$ cat src/rtl/sss_pkg.sv
// Package: shared types of the string store sequencer.
// Assumes: nothing; holds the control state encoding only.
package sss_pkg;
    typedef enum logic [2:0] {
        ST_IDLE,
        ST_INV_FIRST,
        ST_INV_LAST,
        ST_LOAD,
        ST_WRITE
    } sss_state_e;
endpackage

$ cat src/rtl/sss_addr_gen.sv
// Module: effective address and reservation-line computation.
// Forms the start address from index plus optional base, and the line
// addresses of the first and last byte of the transfer.
// Assumes: count is nonzero when the line outputs are used.
module sss_addr_gen #(
    parameter int ADDR_W     = 32,
    parameter int CNT_W      = 7,
    parameter int LINE_BYTES = 128
) (
    input  logic              base_is_zero_i,
    input  logic [ADDR_W-1:0] base_val_i,
    input  logic [ADDR_W-1:0] index_val_i,
    input  logic [CNT_W-1:0]  count_i,
    output logic [ADDR_W-1:0] ea_o,
    output logic [ADDR_W-1:0] first_line_o,
    output logic [ADDR_W-1:0] last_line_o,
    output logic              two_lines_o
);
    localparam int LINE_SH = $clog2(LINE_BYTES);
    localparam logic [ADDR_W-1:0] LINE_MASK = ~((ADDR_W'(1) << LINE_SH) - ADDR_W'(1));

    logic [ADDR_W-1:0] last_byte;

    // Address arithmetic for the transfer window.
    always_comb begin
        ea_o         = index_val_i + (base_is_zero_i ? '0 : base_val_i);
        last_byte    = ea_o + ADDR_W'(count_i) - ADDR_W'(1);
        first_line_o = ea_o & LINE_MASK;
        last_line_o  = last_byte & LINE_MASK;
        two_lines_o  = (first_line_o != last_line_o);
    end
endmodule

$ cat src/rtl/sss_byte_lane.sv
// Module: big-endian byte selector.
// Picks byte sel of a word, where sel 0 is the most significant byte.
// Assumes: sel is below WORD_BYTES.
module sss_byte_lane #(
    parameter int WORD_BYTES = 4
) (
    input  logic [8*WORD_BYTES-1:0]         word_i,
    input  logic [$clog2(WORD_BYTES)-1:0]   sel_i,
    output logic [7:0]                      byte_o
);
    localparam int BSEL_W = $clog2(WORD_BYTES);

    // Multiplexer over the byte lanes, highest lane first.
    always_comb begin
        byte_o = '0;
        for (int k = 0; k < WORD_BYTES; k++) begin
            if (sel_i == BSEL_W'(k))
                byte_o = word_i[8*(WORD_BYTES-1-k) +: 8];
        end
    end
endmodule

$ cat src/rtl/sss_string_store.sv
// Module: store-string byte sequencer (top).
// On an idle start it latches the operands and optionally emits one or two
// reservation-line invalidations. It then loads each source register and
// writes its bytes one per handshake, and pulses done at the end.
// Assumes: rf_rdata_i answers rf_raddr_o in the same cycle; the register
// file does not change during a transfer except as the caller intends.
module sss_string_store #(
    parameter int ADDR_W     = 32,
    parameter int WORD_BYTES = 4,
    parameter int NREG       = 32,
    parameter int CNT_W      = 7,
    parameter int XER_W      = 32,
    parameter int LINE_BYTES = 128
) (
    input  logic                      clk,
    input  logic                      rst_n,
    input  logic                      start_i,
    input  logic [$clog2(NREG)-1:0]   src_idx_i,
    input  logic [$clog2(NREG)-1:0]   base_idx_i,
    input  logic [ADDR_W-1:0]         base_val_i,
    input  logic [ADDR_W-1:0]         index_val_i,
    input  logic [XER_W-1:0]          xer_i,
    input  logic                      resv_en_i,
    input  logic                      resv_active_i,
    output logic [$clog2(NREG)-1:0]   rf_raddr_o,
    input  logic [8*WORD_BYTES-1:0]   rf_rdata_i,
    output logic                      mem_valid_o,
    output logic [ADDR_W-1:0]         mem_addr_o,
    output logic [7:0]                mem_data_o,
    input  logic                      mem_ready_i,
    output logic                      inv_valid_o,
    output logic [ADDR_W-1:0]         inv_line_o,
    output logic                      busy_o,
    output logic                      done_o
);
    import sss_pkg::*;

    localparam int REG_W  = $clog2(NREG);
    localparam int BSEL_W = $clog2(WORD_BYTES);
    localparam int WORD_W = 8 * WORD_BYTES;

    sss_state_e          state_q;
    logic [REG_W-1:0]    src_q;
    logic [ADDR_W-1:0]   addr_q;
    logic [CNT_W-1:0]    remain_q;
    logic [BSEL_W-1:0]   bsel_q;
    logic [WORD_W-1:0]   word_q;
    logic [ADDR_W-1:0]   first_line_q;
    logic [ADDR_W-1:0]   last_line_q;
    logic                two_q;
    logic                done_q;

    logic [CNT_W-1:0]    count;
    logic                xer_hi_unused;
    logic                accept;
    logic [ADDR_W-1:0]   ea;
    logic [ADDR_W-1:0]   first_line;
    logic [ADDR_W-1:0]   last_line;
    logic                two_lines;
    logic [7:0]          lane_byte;

    assign count         = xer_i[CNT_W-1:0];
    assign xer_hi_unused = ^xer_i[XER_W-1:CNT_W];
    assign accept        = start_i && (state_q == ST_IDLE);

    sss_addr_gen #(
        .ADDR_W     (ADDR_W),
        .CNT_W      (CNT_W),
        .LINE_BYTES (LINE_BYTES)
    ) i_addr_gen (
        .base_is_zero_i (base_idx_i == '0),
        .base_val_i     (base_val_i),
        .index_val_i    (index_val_i),
        .count_i        (count),
        .ea_o           (ea),
        .first_line_o   (first_line),
        .last_line_o    (last_line),
        .two_lines_o    (two_lines)
    );

    sss_byte_lane #(
        .WORD_BYTES (WORD_BYTES)
    ) i_byte_lane (
        .word_i (word_q),
        .sel_i  (bsel_q),
        .byte_o (lane_byte)
    );

    // Control sequencer: invalidations, register loads and byte writes.
    always_ff @(posedge clk) begin
        if (!rst_n) begin
            state_q      <= ST_IDLE;
            src_q        <= '0;
            addr_q       <= '0;
            remain_q     <= '0;
            bsel_q       <= '0;
            word_q       <= '0;
            first_line_q <= '0;
            last_line_q  <= '0;
            two_q        <= 1'b0;
            done_q       <= 1'b0;
        end else begin
            done_q <= 1'b0;
            unique case (state_q)
                ST_IDLE: begin
                    if (accept) begin
                        src_q        <= src_idx_i;
                        addr_q       <= ea;
                        remain_q     <= count;
                        first_line_q <= first_line;
                        last_line_q  <= last_line;
                        two_q        <= two_lines;
                        if (count == '0)
                            done_q <= 1'b1;
                        else if (resv_en_i && resv_active_i)
                            state_q <= ST_INV_FIRST;
                        else
                            state_q <= ST_LOAD;
                    end
                end
                ST_INV_FIRST: state_q <= two_q ? ST_INV_LAST : ST_LOAD;
                ST_INV_LAST:  state_q <= ST_LOAD;
                ST_LOAD: begin
                    word_q  <= rf_rdata_i;
                    bsel_q  <= '0;
                    state_q <= ST_WRITE;
                end
                ST_WRITE: begin
                    if (mem_ready_i) begin
                        addr_q   <= addr_q + ADDR_W'(1);
                        remain_q <= remain_q - CNT_W'(1);
                        if (remain_q == CNT_W'(1)) begin
                            state_q <= ST_IDLE;
                            done_q  <= 1'b1;
                        end else if (bsel_q == BSEL_W'(WORD_BYTES - 1)) begin
                            src_q   <= (src_q == REG_W'(NREG - 1)) ? '0 : src_q + REG_W'(1);
                            state_q <= ST_LOAD;
                        end else begin
                            bsel_q <= bsel_q + BSEL_W'(1);
                        end
                    end
                end
                default: state_q <= ST_IDLE;
            endcase
        end
    end

    // Output decode from the registered state.
    always_comb begin
        rf_raddr_o  = src_q;
        mem_valid_o = (state_q == ST_WRITE);
        mem_addr_o  = addr_q;
        mem_data_o  = lane_byte;
        inv_valid_o = (state_q == ST_INV_FIRST) || (state_q == ST_INV_LAST);
        inv_line_o  = (state_q == ST_INV_LAST) ? last_line_q : first_line_q;
        busy_o      = (state_q != ST_IDLE);
        done_o      = done_q;
    end
endmodule

$ cat config.mk
export PLATFORM = sky130hd
export DESIGN_NAME = sss_string_store
export DESIGN_NICKNAME = d
export VERILOG_FILES = /design/src/rtl/sss_pkg.sv /design/src/rtl/sss_addr_gen.sv /design/src/rtl/sss_byte_lane.sv /design/src/rtl/sss_string_store.sv
export SDC_FILE = /design/constraint.sdc
export NUM_CORES = 1
export LEC_CHECK = 0
export CAP_MARGIN = 25
export CORE_ASPECT_RATIO = 1.25
export CORE_MARGIN = 2
export CORE_UTILIZATION = 48
export CTS_CLUSTER_SIZE = 10
export DETAILED_ROUTE_END_ITERATION = 8
export PLACE_DENSITY = 0.78
export RECOVER_POWER = 100
export SLEW_MARGIN = 20
export SYNTH_ARGS = -nofsm -noshare
export SYNTH_HDL_FRONTEND = slang
export SYNTH_HIERARCHICAL = 1
export SYNTH_SLANG_ARGS = --single-unit
$ cat constraint.sdc
create_clock -name clk -period 7.6 [get_ports clk]
set_clock_uncertainty 0.05 [all_clocks]
set_input_delay 1.14 -clock clk [delete_from_list [all_inputs] [get_ports clk]]
set_output_delay 1.14 -clock clk [all_outputs]
set_load 0.02 [all_outputs]
# Yosys cells after proc, flatten, opt, wreduce, memory -nomap -nowiden
# Cells that the tools add are included.
# word_totals
memories	0
in_bits	144
output_inout_bits	81
regBits	133
mem_bits_ro	0
mem_bits_rw	0
wordCells	84
latchBits	0
# classes
n_shift	0
order_cmp	0
n_addsub	7
eq_ne	17
reduce_logical	15
n_div	0
n_mux	35
mul	0
bitwise	0
# op_table
operator	count
$mux 32	4
$pmux 32 s2	1
$add 32x1->32 const B	1
$add 32x32->32	1
$add 32x7->32	1
$mux 8	4
$sub 32x1->32 const B	1
$mux 5	5
$ne 25x25->1	1
$mux 3	5
$pmux 3 s5	1
$mux 7	2
$pmux 7 s2	1
$pmux 5 s2	1
$mux 2	4
$ne 2x2->1 const B	4
$reduce_and 4->1	2
$eq 7x1->1 const B	1
$logic_not 7->1	1
$sub 7x1->7 const B	1
$eq 3x2->1 const B	2
$add 5x1->5 const B	1
$eq 5x5->1 const B	1
$logic_not 5->1	1
other kinds (19)	27

# Logic depth before layout (Yosys ltp)
# logic_depth
ltp_word	6
mapped_depth	30
depth_no_buf	29

# Cells and area by module
# Netlist, hierarchy kept.
# by_module_without_submodules
mod	area_per_inst_um2	instances	seq_area_each_um2	cells_per_inst
sss_string_store	6627.6	1	2942.8	835
sss_addr_gen	4518.1	1	0.0	628
sss_byte_lane	196.4	1	0.0	10

# Worst setup path before layout
# No wires, ideal clock.
# synth_path
path_type	input-to-reg
start	input port base_idx_i[0]
end	register two_q
slack_ps	254
setup_time_ps	132
t_arrival_ps	7164
required_ps	7418
stages	28
n_path_buf	1
path_cell_list	or4_1 nor2_1 clkbuf_1 nor2b_1 ha_1 and2_4 a221oi_4 nand2_1 a21o_1 a21oi_1 o21bai_1 a21oi_1 xnor2_1 inv_1 ha_1 a31oi_1 a21oi_1 xor2_1 xnor2_1 nand3_1 a311o_1 or4_1 nor4_1 nor4bb_1 nand4_1 or4_1 nand2_1 a21oi_1
# synth_between
elab_chain_len	6
# synth_lines
element	line_no	source
start: declaration	sss_string_store.sv:19	input logic [$clog2(NREG)-1:0] base_idx_i,
$logic_not 5->1	sss_string_store.sv:71	.base_is_zero_i (base_idx_i == '0),
$mux 32	sss_addr_gen.sv:26	ea_o = index_val_i + (base_is_zero_i ? '0 : base_val_i);
$add 32x32->32	sss_addr_gen.sv:26	
net ea[9]	sss_string_store.sv:56	logic [ADDR_W-1:0] ea;
$add 32x7->32	sss_addr_gen.sv:27	last_byte = ea_o + ADDR_W'(count_i) - ADDR_W'(1);
$sub 32x1->32	sss_addr_gen.sv:27	
net last_line[11]	sss_string_store.sv:58	logic [ADDR_W-1:0] last_line;
$ne 25x25->1	sss_addr_gen.sv:30	two_lines_o = (first_line_o != last_line_o);
net two_lines	sss_string_store.sv:59	logic two_lines;
end signal: assignment	sss_string_store.sv:112	two_q <= two_lines;
end: declaration	sss_string_store.sv:50	logic two_q;
# The timed path passes the listed nets, and every way through them passes these cells.
# A chain may end at the register's enable or synchronous reset.

# Final worst setup path
# Same ends and word-level chain as after synthesis.

==> results by stage <==
Routing:
- The first detailed-routing pass took 5 iterations.
- The count of nets left with antenna violations once routing finished came out at 0.
- The detailed router finished its first iteration with 728 violations.
- The total via count after detailed routing is 11830.
- Using the TritonRoute via totals, the vias-per-cell ratio works out to 5.709.
- The routed length per placed instance is 17.10 um.
- The total DRC errors in the routed layout is 0.
- The total wire length after detailed routing is between 30000 and 40000 um.

Worst setup path:
- The critical path class is input pin to flip-flop.
- The type of element capturing the critical path is a flip-flop.
- The data arrival time of the worst path is roughly 7.5 ns.
- The most common cell type on the critical path is buf_4.
- The largest single stage delay on the critical path is 0.56 ns.
- The total buffers and inverters traversed by the critical path is 9.
- The type of origin of the critical path is an input pin.
- The cell with the largest stage delay on the worst path is or4_1.
- For the worst setup path, the data required time is slightly below 8 ns.
- The cell type group with the largest total delay on the critical path is simple AND/OR/NAND/NOR gates.
- Along the worst path, the maximum fanout reaches 6.

Logic synthesis:
- The share of the Yosys chip area taken by registers is 25.95%.
- The share of synthesized registers carrying an async set or reset is 0%.
- The most common cell in the synthesized netlist is nand2_1.
- Averaged over all synthesized cells, the footprint is 7.700 sq um.
- The most common flop cell mapped by yosys is dfxtp_1.
- For this run, the number of Yosys warnings is 6.
- After synthesis, the cell types taking the most area are dfxtp_1 (26%), nand2_1 (8.7%), ha_1 (7.7%), a21oi_1 (7.6%), xnor2_1 (4.3%).
- The top cell type by area accounts for 25.95% of the synthesized area.
- The number of synthesized flops with an enable pin is 0.
- The cell type contributing the most total cell area after synthesis is dfxtp_1.
- The mapped netlist covers 11340 sq um.
- The number of distinct library cells after synthesis is 100.
- The cell count after synthesis is 1473.
- The total of flip-flops plus latches after synthesis is roughly 150.
- Counting instances in the post-synthesis netlist gives the leading cell types as nand2_1 (262), a21oi_1 (173), dfxtp_1 (147).

GRT:
- The first global-routing pass estimated between 50000 and 60000 um of wire.
- Global routing used 28.22% of the available tracks across all layers.
- Global routing used between 50 and 60% of the available met2 tracks.
- The met1 usage is roughly a third.
- The overall overflow remaining after global route is 0.
- The number of global-route vias before repair was 11700.
- After global routing, the most crowded layer is met2.
- Entering global routing, the biggest net connects 86 pins.
- The initial antenna violation count is 0.
- The global routing met3 resource utilization is 4.335%.

Placed design:
- The count of placed standard cells including taps is ~2000.
- The global placer's final weighted congestion is 0.9749.
- In this run the tool buffered the top-level ports with 199 buffer cells.
- In this run the cell area measured after placement is between 10000 and 15000 sq um.
- Detailed placement ended at an HPWL of between 20000 and 30000 um.

STA:
- The setup violation total in the final timing report is 0.
- After layout, the worst path uses 96.12% of the clock period.
- On the final layout, the worst hold slack is 0.4024 ns.
- The final number of hold-violating endpoints is 0.
- The fmax is about 140 MHz.
- After layout, the minimum clock period comes to 7.305 ns.
- The transition time at the pin with the least slew margin is 2.327 ns.
- Headroom to the max-slew limit came out at -55.21%.
- The final number of max-transition violations is 113.

Die:
- In this run the standard cell core region covers 23120 sq um.
- The initial utilization of the core area, before any placement, comes to 49.06%.
- Row generation in the floorplan step produced 62 rows.
- The floorplan step set the die height to around 180 um.
- The width of the die is 141.5 um.
- The I/O pin count is ~230.
- The die covers 24880 sq um.

Cells and area:
- The finished cells cover 15260 sq um.
- For this run, the post-layout net count is 1986.
- Of the cells placed in the final design, the portion with a size suffix greater than 1 is 18.22%.
- The footprint of the multi-input gates is 7679 sq um.
- 0 antenna diodes ended up in the layout.
- The footprint of the flip-flops and latches is 2943 sq um.
- The finished layout holds 2072 standard cells, fillers aside.
- The count of filler cells inserted in the layout is 1964.
- The area added between synthesis and finish is 34.58%.

Clocking:
- The H-tree depth is 4.
- For this design, the CTS-stage hold fixing added 0 buffers.
- The clock latency on the worst-skew pair is around 0.43 ns.
- The maximum number of buffers from clock root to sink is 2.
- TritonCTS built the clock tree.
- TritonCTS created 17 clock buffers.
- The number of sinks handled by clock tree synthesis is 147.
- The clock transition at the register clock pins on the worst setup and hold paths after CTS is around 0.060 ns.
- The cell sitting at the root of the clock tree is a clkbuf_16.

Power and ir drop:
- VDD sags by at most 0.2107 mV.
- The leakage dissipation is 6.405 nW.
- The power per cell area is 287.6 nW/um^2.
- The overall power consumption is 0.004389 W.

Run status:
- The final reports fail on max-capacitance violations, max-slew violations.
- The run finished, with violations left.

Min path:
- The path class of the tightest hold or removal check is flip-flop to flip-flop.

Job:
- The number of max-cap violations is 4.
==> registers in the layout (all words and copies together) (netlist names) <==
register / flops
bsel_q: 2
rf_raddr_o: 5
mem_addr_o: 32
last_line_q: 32
two_q: 1
state_q: 3
first_line_q: 32
remain_q: 7
word_q: 32
done_o: 1
==> cells in the final DEF, fill, tap and decap left out, types with 13 or more instances in the layout <==
master           instances
a211oi_1                25
a21o_1                  24
a21oi_1                167
a311oi_1                14
a31oi_1                 13
and3_1                  13
buf_4                  179
clkbuf_16               17
clkdlybuf4s50_1        127
conb_1                  14
dfxtp_1                147
dlygate4sd3_1           72
ha_1                    68
inv_1                   68
mux2_2                  25
nand2_1                261
nand3_1                 27
nand4_1                 15
nor2_1                  62
nor2b_1                 36
nor3_1                  19
o21ai_0                 51
xnor2_1                 53
xor2_1                  19
==> power by group <==
part	switching (W)	internal [W]	leakage (nW)	total, W
registers	0.000134	0.000927	1.20	0.00106
logic	0.00127	0.00117	4.91	0.00243
clock network	0.000356	0.000539	0.293	0.000895
==> cell families (layout without fill, tap and decap cells) <==
logic type	count (synthesis)	count (layout)	share of synthesized area, %
AOI/OAI and AO/OA	421	421	24.07
xor gates and xnor gates	80	80	6.509
adders and majority gates	71	71	7.899
buffers and inverters	190	488	8.262
DFF	147	147	25.95
muxes	49	49	5.692
other	1	14	0.03306
and+or+nand+nor	514	514	21.59
==> layer usage <==
layer,vias up,wire (um)
met4,0,1702
met5,-,0
met3,100,1934
met1,5491,13700
li1,5781,-
met2,458,18090
==> cell type report <==
class / instances / share of cell area, %
Clock inverter: 13 / 1.131
Tap cell: 288 / 2.361
Inverter: 72 / 1.811
Timing Repair Buffer: 384 / 22.15
Multi-Input combinational cell: 1149 / 50.30
Clock buffer: 19 / 2.967
Sequential cell: 147 / 19.28
==> what timing repair did <==
| action | in CTS | in global routing |
|---|---|---|
| resized for setup | 0 | 41 |
| setup buffers | 0 | 3 |
| endpoints found under the setup margin | 0 | 2 |
==> stage by stage <==
stage | TNS [ns] | setup WS [ns] | utilization, %
2_1_floorplan | 0 | 0.2541 | -
3_3_place_gp | -0.3547 | -0.3547 | 62.56
3_5_place_dp | -0.5208 | -0.4280 | 62.56
4_1_cts | 0 | 0.004039 | 65.27
5_1_grt | -0.06110 | -0.06110 | 66.03
6_report | 0 | 0.2949 | 66.03
==> worst min-delay path: cells and delay by family, from the launching register on <==
family / cells / cell delay [ns]
DFF: 1 / 0.31
and+or+nand+nor: 1 / 0.05
AOI/OAI and AO/OA: 1 / 0.05
==> final timing paths <==
check | from | to | slack [ns] | cells past startpoint
setup reg to reg | state_q[2]$_SDFFE_PN0P_ | mem_addr_o[20]$_SDFFE_PN0P_ | 2.97 | 8
hold reg to reg | first_line_q[12]$_SDFFE_PN0P_ | first_line_q[12]$_SDFFE_PN0P_ | 0.40 | 2
hold / removal | first_line_q[12]$_SDFFE_PN0P_ | first_line_q[12]$_SDFFE_PN0P_ | 0.40 | 2
setup / recovery | base_idx_i[0] | two_q$_SDFFE_PN0P_ | 0.29 | 33
Power figures use the tool's default switching activity.
